$ cat config.mk
export PLATFORM = sky130hd
export DESIGN_NAME = gpio_mode_ctl
export DESIGN_NICKNAME = d
export VERILOG_FILES = /design/src/rtl/gpio_mode_pkg.sv /design/src/rtl/gpio_mode_ctrl.sv /design/src/rtl/gpio_mode_dp.sv /design/src/rtl/gpio_mode_ctl.sv
export SDC_FILE = /design/constraint.sdc
export NUM_CORES = 1
export LEC_CHECK = 0
export ABC_AREA = 1
export BUFFER_PORTS_ARGS = -buffer_cell sky130_fd_sc_hd__buf_2
export CORE_MARGIN = 8
export CORE_UTILIZATION = 50
export CTS_CLUSTER_DIAMETER = 200
export DETAILED_ROUTE_END_ITERATION = 7
export GPL_TIMING_DRIVEN = 1
export MAX_ROUTING_LAYER = met4
export PLACE_DENSITY = 0.81
export SKIP_CTS_REPAIR_TIMING = 1
export SLEW_MARGIN = 10
export SYNTH_ARGS = -nofsm -noshare
export SYNTH_HDL_FRONTEND = slang
export SYNTH_SLANG_ARGS = --single-unit
$ cat constraint.sdc
create_clock -name clk -period 2.2 [get_ports clk]
set_input_delay 0.44 -clock clk [delete_from_list [all_inputs] [get_ports clk]]
set_output_delay 0.44 -clock clk [all_outputs]
set_load 0.02 [all_outputs]
$ cat src/rtl/gpio_mode_pkg.sv
package gpio_mode_pkg;
  localparam int ADDR_W = 8;
  localparam int BUS_W  = 32;

  localparam logic [ADDR_W-1:0] OFS_LOCK      = 8'h00;
  localparam logic [ADDR_W-1:0] OFS_DIN       = 8'h04;
  localparam logic [ADDR_W-1:0] OFS_MODE_HI   = 8'h08;
  localparam logic [ADDR_W-1:0] OFS_MODE_LO   = 8'h0C;
  localparam logic [ADDR_W-1:0] OFS_DATA_SET  = 8'h14;
  localparam logic [ADDR_W-1:0] OFS_DATA_CLR  = 8'h18;
  localparam logic [ADDR_W-1:0] OFS_HI_CLR    = 8'h50;
  localparam logic [ADDR_W-1:0] OFS_LO_SET    = 8'h54;
  localparam logic [ADDR_W-1:0] OFS_LO_CLR    = 8'h58;

  typedef struct packed {
    logic hiLoad;
    logic loLoad;
    logic hiClr;
    logic loSet;
    logic loClr;
    logic dataSet;
    logic dataClr;
  } strobe_t;

  typedef enum logic [2:0] {
    RD_NONE, RD_LOCK, RD_DIN, RD_MODE_HI, RD_MODE_LO, RD_DATA
  } rdsel_t;
endpackage

$ cat src/rtl/gpio_mode_ctrl.sv
module gpio_mode_ctrl
  import gpio_mode_pkg::*;
#(
  parameter int          KEY_W      = 16,
  parameter logic [15:0] UNLOCK_KEY = 16'hD42F
) (
  input  logic              clk,
  input  logic              rstN,
  input  logic              wrEn,
  input  logic [ADDR_W-1:0] addr,
  input  logic [BUS_W-1:0]  wrData,
  output strobe_t           stb,
  output rdsel_t            rdSel,
  output logic              lockActive
);
  logic [KEY_W-1:0] keyField;
  logic             keyWr;
  logic             modeOk;

  assign keyField = wrData[KEY_W-1:0];
  assign keyWr    = wrEn && (addr == OFS_LOCK);
  assign modeOk   = wrEn && lockActive;

  always_ff @(posedge clk or negedge rstN) begin
    if (!rstN) begin
      lockActive <= 1'b0;
    end else if (keyWr) begin
      if (keyField == UNLOCK_KEY[KEY_W-1:0]) lockActive <= 1'b1;
      else if (keyField == '0)               lockActive <= 1'b0;
    end
  end

  always_comb begin
    stb         = '0;
    stb.hiLoad  = modeOk && (addr == OFS_MODE_HI);
    stb.loLoad  = modeOk && (addr == OFS_MODE_LO);
    stb.hiClr   = modeOk && (addr == OFS_HI_CLR);
    stb.loSet   = modeOk && (addr == OFS_LO_SET);
    stb.loClr   = modeOk && (addr == OFS_LO_CLR);
    stb.dataSet = wrEn && (addr == OFS_DATA_SET);
    stb.dataClr = wrEn && (addr == OFS_DATA_CLR);
  end

  always_comb begin
    unique case (addr)
      OFS_LOCK:                   rdSel = RD_LOCK;
      OFS_DIN:                    rdSel = RD_DIN;
      OFS_MODE_HI:                rdSel = RD_MODE_HI;
      OFS_MODE_LO:                rdSel = RD_MODE_LO;
      OFS_DATA_SET, OFS_DATA_CLR: rdSel = RD_DATA;
      default:                    rdSel = RD_NONE;
    endcase
  end
endmodule

$ cat src/rtl/gpio_mode_dp.sv
module gpio_mode_dp
  import gpio_mode_pkg::*;
#(
  parameter int NUM_PINS = 32
) (
  input  logic                clk,
  input  logic                rstN,
  input  strobe_t             stb,
  input  rdsel_t              rdSel,
  input  logic                lockActive,
  input  logic [BUS_W-1:0]    wrData,
  input  logic [NUM_PINS-1:0] padIn,
  output logic [BUS_W-1:0]    rdData,
  output logic [NUM_PINS-1:0] padOut,
  output logic [NUM_PINS-1:0] padOe,
  output logic [NUM_PINS-1:0] mode0Q,
  output logic [NUM_PINS-1:0] mode1Q,
  output logic [NUM_PINS-1:0] dataQ
);
  logic [NUM_PINS-1:0] wrPins;
  logic [NUM_PINS-1:0] syncA;
  logic [NUM_PINS-1:0] syncB;

  assign wrPins = wrData[NUM_PINS-1:0];

  always_ff @(posedge clk or negedge rstN) begin
    if (!rstN) begin
      mode0Q <= '0;
      mode1Q <= '0;
      dataQ  <= '0;
      syncA  <= '0;
      syncB  <= '0;
    end else begin
      syncA <= padIn;
      syncB <= syncA;
      if (stb.loLoad)      mode0Q <= wrPins;
      else if (stb.loSet)  mode0Q <= mode0Q | wrPins;
      else if (stb.loClr)  mode0Q <= mode0Q & ~wrPins;
      if (stb.hiLoad)      mode1Q <= wrPins;
      else if (stb.hiClr)  mode1Q <= mode1Q & ~wrPins;
      if (stb.dataSet)     dataQ <= dataQ | wrPins;
      else if (stb.dataClr) dataQ <= dataQ & ~wrPins;
    end
  end

  for (genvar p = 0; p < NUM_PINS; p++) begin : g_pad
    logic driveOn;
    logic driveVal;
    always_comb begin
      unique case ({mode1Q[p], mode0Q[p]})
        2'b01:   begin driveOn = 1'b1;      driveVal = dataQ[p]; end
        2'b10:   begin driveOn = ~dataQ[p]; driveVal = 1'b0;     end
        2'b11:   begin driveOn = dataQ[p];  driveVal = 1'b1;     end
        default: begin driveOn = 1'b0;      driveVal = 1'b0;     end
      endcase
    end
    assign padOe[p]  = driveOn;
    assign padOut[p] = driveOn & driveVal;
  end

  always_comb begin
    rdData = '0;
    unique case (rdSel)
      RD_LOCK:    rdData[BUS_W-1]    = lockActive;
      RD_DIN:     rdData[NUM_PINS-1:0] = syncB;
      RD_MODE_HI: rdData[NUM_PINS-1:0] = mode1Q;
      RD_MODE_LO: rdData[NUM_PINS-1:0] = mode0Q;
      RD_DATA:    rdData[NUM_PINS-1:0] = dataQ;
      default:    rdData = '0;
    endcase
  end
endmodule

$ cat src/rtl/gpio_mode_ctl.sv
module gpio_mode_ctl
  import gpio_mode_pkg::*;
#(
  parameter int NUM_PINS = 32
) (
  input  logic                clk,
  input  logic                rstN,
  input  logic                wrEn,
  input  logic [7:0]          addr,
  input  logic [31:0]         wrData,
  output logic [31:0]         rdData,
  input  logic [NUM_PINS-1:0] padIn,
  output logic [NUM_PINS-1:0] padOut,
  output logic [NUM_PINS-1:0] padOe
);
  strobe_t             stb;
  rdsel_t              rdSel;
  logic                lockActive;
  logic [NUM_PINS-1:0] mode0Q;
  logic [NUM_PINS-1:0] mode1Q;
  logic [NUM_PINS-1:0] dataQ;

  gpio_mode_ctrl u_ctrl (
    .clk        (clk),
    .rstN       (rstN),
    .wrEn       (wrEn),
    .addr       (addr),
    .wrData     (wrData),
    .stb        (stb),
    .rdSel      (rdSel),
    .lockActive (lockActive)
  );

  gpio_mode_dp #(.NUM_PINS(NUM_PINS)) u_dp (
    .clk        (clk),
    .rstN       (rstN),
    .stb        (stb),
    .rdSel      (rdSel),
    .lockActive (lockActive),
    .wrData     (wrData),
    .padIn      (padIn),
    .rdData     (rdData),
    .padOut     (padOut),
    .padOe      (padOe),
    .mode0Q     (mode0Q),
    .mode1Q     (mode1Q),
    .dataQ      (dataQ)
  );
endmodule

==> summary.txt, run 1 <==
height of the die -> 140.9 um
DRT iter0 DRCs -> 603
Mapped Nets -> 1075
grt ovf -> 0
reg-to-reg slack, setup -> 0.52 ns
Syn Inst Count -> 1000
Rel. slew slack -> 75.05%
Critical Path End Type -> output pin
Final Skew -> 0.008616 ns
area delta synth->final -> 22.49%
WHS Path Cells -> 1
global-route wire length before repair -> 35.51 mm
Seq/Total Area, Yosys -> 51.62%
yosys warns -> 0
most frequent cells after synthesis -> 389 x nand2_1, 161 x dfrtp_1, 102 x nor2_1
Arrival @ worst endpoint -> 1.69 ns
Mean Syn Cell Area -> 7.805 um2
GR Util All Layers -> 23.03%
Seq cells post-synth -> 161
Leak -> 0.004690 uW
initial antenna violation count -> 0
Power Dens Cells -> 643.0 nW/um2
sequential cell area -> 4029 um2
CP Max Fanout -> 12
clock root buffer -> clkbuf_16
Final min period -> 2.125 ns
Max VDD drop -> 0.0005825 V
CP cell instances -> buf_2, inv_1, nand2_1, nor3_2, and2_4, buf_12, nand2_1, nand3_1, buf_2
non-filler cells, final -> 1383
Avg WL per Cell -> 16.10 um
vias in the first global route -> 7070
post-detailed-route via-to-cell ratio -> 5.191
most frequent cell after synthesis -> nand2_1
Final Cell Area -> 9560 um2
Hold Path Class -> in2reg
Final WS setup -> 0.07473 ns
Setup TNS Final -> 0 ns
num rows -> 45
top_reg_cell synth -> dfrtp_1
FFs w/ async S/R, synth -> 100.0%
Netlist Area Pre-Place -> 7805 um2
CP max stage delay -> 0.24 ns
Residual DRC -> 0
number of fill cells -> 1339
Synth top area share -> 51.62%
max_cap viols -> 0
min-delay src -> padIn[25]
routed vias -> 7179
# IOs -> 171
worst reg2reg path depth -> 8
Slew Viols, Final -> 0
Setup WS pre-CTS -> -0.01815 ns
status -> finished clean
Crit Path Category -> in2out
Tcrit/Tclk final -> 96.60%
die width -> 140.9 um
top cells by area, synth -> dfrtp_1 52%, nand2_1 19%, nor2_1 4.9%
Die Area -> 19860 um2
crit start category -> input port
Routability Congestion -> 0.8744
I/O Buffers -> 170
Slew @ Worst Pin -> 0.3742 ns
CTS Buf Count -> 17
sink of the worst hold path -> u_dp.syncA[25]
final design utilization -> 62.66%
CTS H-tree lvls -> 4
largest net degree at the start of global routing -> 67
Yosys top cell by area -> dfrtp_1
required time worst endpoint -> 1.76 ns
multi-input logic area -> 3141 um2
clk sink count -> 161
library cells used by synthesis -> 22
EDFF count, synth -> 0
drt pass-1 iters -> 6
Hold Fails Final Rpt -> 0
worst reg2reg startpoint -> u_ctrl.lockActive
cell at the slowest stage of the critical path -> and2_4
clock tree buffer depth -> 2
Initial Utilization -> 51.15%
placed inst area -> 8860 um2
final WL -> 22.27 mm
CORE AREA -> 15260 um2
post-route antenna net violation count -> 0
Reg clk slew, reported paths -> 0.07 ns
Final Setup Violations -> 0
DP HPWL -> 15.24 mm
proportion of layout cells with a drive suffix above 1 -> 21.69%
Max Clock Freq -> 0.4705 GHz
Clock Latency Late Sink -> 0.42 ns
TritonCTS clock tree -> built
Post-Place Cells -> 1346
nets@finish -> 1233
## logic make-up (layout without fill, tap and decap cells)
logic type	count (synthesis)	in the layout	synth area share [%]
and+or+nand+nor	594	594	31.28
DFF	161	161	51.62
buffers and inverters	136	307	8.624
AOI/OAI and AO/OA	78	78	5.002
xor gates and xnor gates	31	31	3.479
other	0	1	0
## routing by layer
layer	up-vias	track usage, %	part of all wire [%]
li1	3422	-	-
met1	3388	29.06	43
met2	329	36.71	48
met3	40	5.030	7.9
met4	0	6.787	1.7
met5	-	-	0
## area by class of cell
| cell class | instances | share of cell area [%] |
|---|---|---|
| Sequential cell | 161 | 42.14 |
| Multi-Input combinational cell | 703 | 32.85 |
| Timing Repair Buffer | 208 | 13.62 |
| Clock buffer | 20 | 4.567 |
| Tap cell | 211 | 2.761 |
| Inverter | 67 | 2.631 |
| Clock inverter | 12 | 1.400 |
| Antenna cell | 1 | 0.02617 |
## critical path: cells and delay by family
kind | cells | cell delay, ns
buffers and inverters | 4 | 0.51
AND/OR/NAND/NOR | 5 | 0.73
## worst max-delay path by stage
stage,from,end,cells after the start
finish,addr[0],rdData[14],9
detailed placement,addr[7],rdData[14],9
CTS,addr[7],rdData[14],9
global placement,addr[7],rdData[31],9
floorplan,addr[0],rdData[31],6
global route,addr[2],rdData[13],11
## power by group
group | total, uW | switching, uW | internal, uW
logic | 242 | 164 | 77.8
registers | 3040 | 16.1 | 3020
clock network | 2870 | 1190 | 1670
## metrics by stage
stage | total power [uW] | hold WS, ns
2_1_floorplan | 3124 | 0.1444
3_3_place_gp | 3321 | 0.2812
3_5_place_dp | 3326 | 0.2788
4_1_cts | 6196 | -0.1707
5_1_grt | 6358 | 0.09910
6_report | 6147 | 0.1192
## cell usage in the layout (no fill, tap or decap), drive strengths merged
master         n
nand2        390
buf          204
dfrtp        161
nor2         105
o21ai         76
inv           69
nand3         54
nand4         39
xor2          31
clkbuf        23
clkinvlp       5
nor3           4
clkinv         3
a21oi          2
bufinv         2
diode          1
and2           1
nor4           1
dlygate4sd3    1
Note: power is estimated with default switching activity, not from simulation.
==> inputs of run 2 (changes only) <==
ABC_AREA = 0   (was 1)
==> summary.txt, run 2 <==
Routability Congestion -> 0.7985
Hold Fails Final Rpt -> 3
Arrival @ worst endpoint -> 1.93 ns
TritonCTS clock tree -> built
most frequent cells in the layout -> 168 x buf_2, 161 x dfrtp_1, 64 x a21boi_0, 58 x mux2_2, 36 x buf_4
most frequent cell after synthesis -> dfrtp_1
library cells used by synthesis -> 38
Die Area -> 19640 um2
Final WS setup -> -0.1727 ns
# IOs -> 171
initial antenna violation count -> 2
status -> finished, violations left
post-route antenna net violation count -> 0
Max Clock Freq -> 0.4215 GHz
top cells by area, synth -> dfrtp_1 52%, mux2_2 8.5%, a21boi_0 6.2%
number of fill cells -> 1176
Synth top area share -> 52.29%
Seq/Total Area, Yosys -> 52.29%
Seq cells post-synth -> 161
Final Skew -> 0.008543 ns
CTS Buf Count -> 17
post-detailed-route via-to-cell ratio -> 5.552
max_cap viols -> 0
Initial Utilization -> 50.87%
Residual DRC -> 0
Rel. slew slack -> 60.78%
largest net degree at the start of global routing -> 60
crit start category -> input port
Final min period -> 2.373 ns
CORE AREA -> 15150 um2
Hold Path Class -> in2async
DRT iter0 DRCs -> 371
Post-Place Cells -> 983
Yosys top cell by area -> dfrtp_1
CTS H-tree lvls -> 4
height of the die -> 140.1 um
vias in the first global route -> 6052
non-filler cells, final -> 1019
Slew @ Worst Pin -> 0.5883 ns
num rows -> 45
DP HPWL -> 14.47 mm
Setup WS pre-CTS -> -0.2837 ns
failing checks -> hold timing, setup timing
EDFF count, synth -> 0
FFs w/ async S/R, synth -> 100.0%
most frequent cells after synthesis -> 161 x dfrtp_1, 64 x a21boi_0, 58 x mux2_2
global-route wire length before repair -> 32.57 mm
proportion of layout cells with a drive suffix above 1 -> 42.51%
Max VDD drop -> 0.0004577 V
top_reg_cell synth -> dfrtp_1
Setup TNS Final -> -4.217 ns
Mapped Nets -> 723
Netlist Area Pre-Place -> 7705 um2
clock root buffer -> clkbuf_16
Power, Total -> 6124 uW
Power Dens Cells -> 632.2 nW/um2
most common cell after layout, fill and taps aside -> buf_2
area delta synth->final -> 25.74%
Reg clk slew, reported paths -> 0.06 ns
RSZ-0062 raised after global routing -> yes
final WL -> 20.57 mm
Mean Syn Cell Area -> 11.89 um2
nets@finish -> 892
grt ovf -> 0
Syn Inst Count -> 648
Tcrit/Tclk final -> 107.8%
final hold slack -> -0.007373 ns
yosys warns -> 0
CP Max Fanout -> 9
clk sink count -> 161
Crit Path Category -> in2out
routed vias -> 5657
Clock Latency Late Sink -> 0.43 ns
GR Util All Layers -> 21.75%
required time worst endpoint -> 1.76 ns
drt pass-1 iters -> 5
Critical Path End Type -> output pin
Avg WL per Cell -> 20.18 um
I/O Buffers -> 170
Leak -> 0.004648 uW
Final Setup Violations -> 32
clock tree buffer depth -> 2
die width -> 140.1 um
Slew Viols, Final -> 0
[run 2: final cells by class]
type                       count  area (um2)  area share, %
antenna                        3       7.507        0.07749
clock buffer                  21       470.5          4.856
clock inverter                 9       85.08         0.8782
inverter                       2       7.507        0.07749
multi-input combinational    417        3483          35.96
sequential                   161        4029          41.59
tap                          188       235.2          2.428
timing repair buffer         218        1370          14.14
[run 2: worst paths after layout]
check                      depth (start not counted)  slack, ns         startpoint               to
hold / removal                                     1     -0.007               rstN   u_dp.syncA[27]
hold reg to reg                                    0       0.35     u_dp.syncA[14]   u_dp.syncB[14]
setup / recovery                                   7      -0.17            addr[7]       rdData[14]
min in group clk                                   1       0.12          padIn[25]   u_dp.syncA[25]
setup reg to reg                                   5       0.51  u_ctrl.lockActive  u_dp.mode1Q[24]
max in group asynchronous                          2       1.57               rstN  u_dp.mode1Q[13]
[run 2: cells by family after synthesis]
kind of cell | after synthesis | synth area share, %
simple gates | 127 | 9.711
mux | 96 | 13.67
compound gates | 161 | 15.39
buf+inv | 70 | 5.180
xor+xnor | 33 | 3.751
flops | 161 | 52.29
[run 2: metrics by stage]
step / hold WS (ns) / utilization, % / area (um2)
after floorplan: 0.1444 / - / 7825
after CTS: 0.01278 / 63.44 / 9608
after detailed placement: 0.3347 / 59.77 / 9052
after global routing: 0.02903 / 63.95 / 9686
after global placement: 0.3316 / 59.77 / 9052
final: -0.007373 / 63.97 / 9688
[run 2: report_power, final]
group          total (uW)  internal (uW)  switching, uW
Sequential           3050           3030           21.6
Clock                2780           1630           1150
Combinational         300            114            186
Total                6120           4770           1360
[run 2: critical path, stage by stage]
cell     delay (ns)
buf_2          0.10
or4b_4         0.57
nor3_4         0.19
buf_4          0.23
a22oi_1        0.12
o21ai_2        0.08
buf_2          0.19
[run 2: routing by layer]
metal | GRT usage (%) | vias up | share of wire [%]
li1 | - | 2628 | -
met1 | 26.82 | 2831 | 44
met2 | 34.85 | 167 | 49
met5 | - | - | 0
met4 | 7.657 | 0 | 2.1
met3 | 4.791 | 31 | 5.0
==> inputs of run 3 (changes only) <==
CORE_UTILIZATION = 49   (was 50)
CTS_BUF_LIST = sky130_fd_sc_hd__clkbuf_4 sky130_fd_sc_hd__clkbuf_8 sky130_fd_sc_hd__clkbuf_16   (was unset)
PLACE_DENSITY = 0.8   (was 0.81)
==> summary.txt, run 3 (same netlist as run 2, synthesis figures left out) <==
Final Setup Violations -> 32
Hold Fails Final Rpt -> 23
post-route antenna net violation count -> 0
final WL -> 20.52 mm
most frequent CP cell -> buf_6
proportion of layout cells with a drive suffix above 1 -> 44.59%
Die Area -> 19990 um2
area delta synth->final -> 30.61%
Routability Congestion -> 0.8185
Clock Latency Late Sink -> 0.42 ns
CP cell instances -> buf_6, or4b_4, nor3_4, buf_6, buf_12, a22oi_1, o21ai_2, buf_6
Crit Path Category -> in2out
Initial Utilization -> 49.40%
clock tree buffer depth -> 2
non-filler cells, final -> 1050
RSZ-0062 raised after global routing -> yes
GR Util All Layers -> 21.55%
post-detailed-route via-to-cell ratio -> 5.342
WP depth -> 8
routed vias -> 5609
nets@finish -> 896
Rel. slew slack -> 64.97%
Avg WL per Cell -> 19.54 um
initial antenna violation count -> 2
status -> finished, violations left
Slew @ Worst Pin -> 0.5254 ns
Final Cell Area -> 10060 um2
final hold slack -> -0.008548 ns
crit start category -> input port
Max Clock Freq -> 0.4151 GHz
placed inst area -> 9096 um2
crit path buf inv count -> 4
Critical Path End Type -> output pin
die width -> 141.4 um
cell at the slowest stage of the critical path -> or4b_4
max_cap viols -> 0
DP HPWL -> 14.40 mm
Largest delay share family, worst path -> simple AND/OR/NAND/NOR gates
TritonCTS clock tree -> built
# IOs -> 171
worst reg2reg path depth -> 5
Power, Total -> 6330 uW
clock root buffer -> clkbuf_16
drt pass-1 iters -> 4
required time worst endpoint -> 1.76 ns
I/O Buffers -> 170
Hold Path Class -> in2async
Tcrit/Tclk final -> 109.5%
Final Skew -> 0.006757 ns
CTS H-tree lvls -> 4
Arrival @ worst endpoint -> 1.97 ns
CORE AREA -> 15600 um2
Reg clk slew, reported paths -> 0.06 ns
CTS Buf Count -> 17
Final min period -> 2.409 ns
failing checks -> hold timing, setup timing
CP max stage delay -> 0.56 ns
Slew Viols, Final -> 0
Setup TNS Final -> -5.563 ns
most common cell after layout, fill and taps aside -> dfrtp_1
CP Max Fanout -> 10
vias in the first global route -> 6091
num rows -> 46
Residual DRC -> 0
largest net degree at the start of global routing -> 55
height of the die -> 141.4 um
clk sink count -> 161
Final WS setup -> -0.2092 ns
Max VDD drop -> 0.0004444 V
Leak -> 0.004726 uW
DRT iter0 DRCs -> 236
grt ovf -> 0
global-route wire length before repair -> 32.88 mm
Post-Place Cells -> 1014
most frequent cells in the layout -> 161 x dfrtp_1, 135 x buf_2, 64 x a21boi_0, 58 x mux2_2
Power Dens Cells -> 629.0 nW/um2
## run 3: cell count changes in the layout (fill, tap and decap cells not counted), moves of 2 or more
cell	previous run	this run
buf_6	3	37
buf_2	168	135
a22oi_1	30	16
a22oi_2	0	14
clkbuf_4	0	4
clkbuf_8	3	0
buf_8	0	2
bufinv_16	1	3
clkinvlp_4	6	4
## run 3: through the flow
stage	worst slack [ns]	util (%)
floorplan	0.05258	-
global placement	-0.2653	58.32
detailed placement	-0.2470	58.32
CTS	-0.2461	62.10
global route	-0.2473	64.52
finish	-0.2092	64.52
## run 3: path summary, 6_finish.rpt
kind                                        start                          to  slack [ns]
min in group clk                         padIn[5]               u_dp.syncA[5]        0.13
max in group asynchronous                    rstN             u_dp.mode1Q[17]        1.59
worst max-delay path                      addr[7]                  rdData[15]       -0.21
worst min-delay path                         rstN  asynchronous set/reset pin      -0.009
worst min register to register     u_dp.syncA[31]              u_dp.syncB[31]        0.34
worst max register to register  u_ctrl.lockActive             u_dp.mode1Q[24]        0.56
## run 3: per-layer routing
layer  wire, um  global-route usage (%)
met1       8893                   26.67
met2      10150                   34.87
met3       1201                   5.612
met4        274                   5.201
met5          0                       -
## run 3: power breakdown
part | internal (uW) | switching [uW]
sequential | 3030 | 24.2
combinational | 117 | 183
clock | 1820 | 1160
## run 3: cell type report
| type | count | area [um2] |
|---|---|---|
| Fill cell | 1216 | 5534 |
| Sequential cell | 161 | 4029 |
| Inverter | 2 | 7.507 |
| Clock buffer | 21 | 455.4 |
| Tap cell | 216 | 270.3 |
| Clock inverter | 9 | 133.9 |
| Antenna cell | 2 | 5.005 |
| Multi-Input combinational cell | 417 | 3537 |
| Timing Repair Buffer | 222 | 1625 |
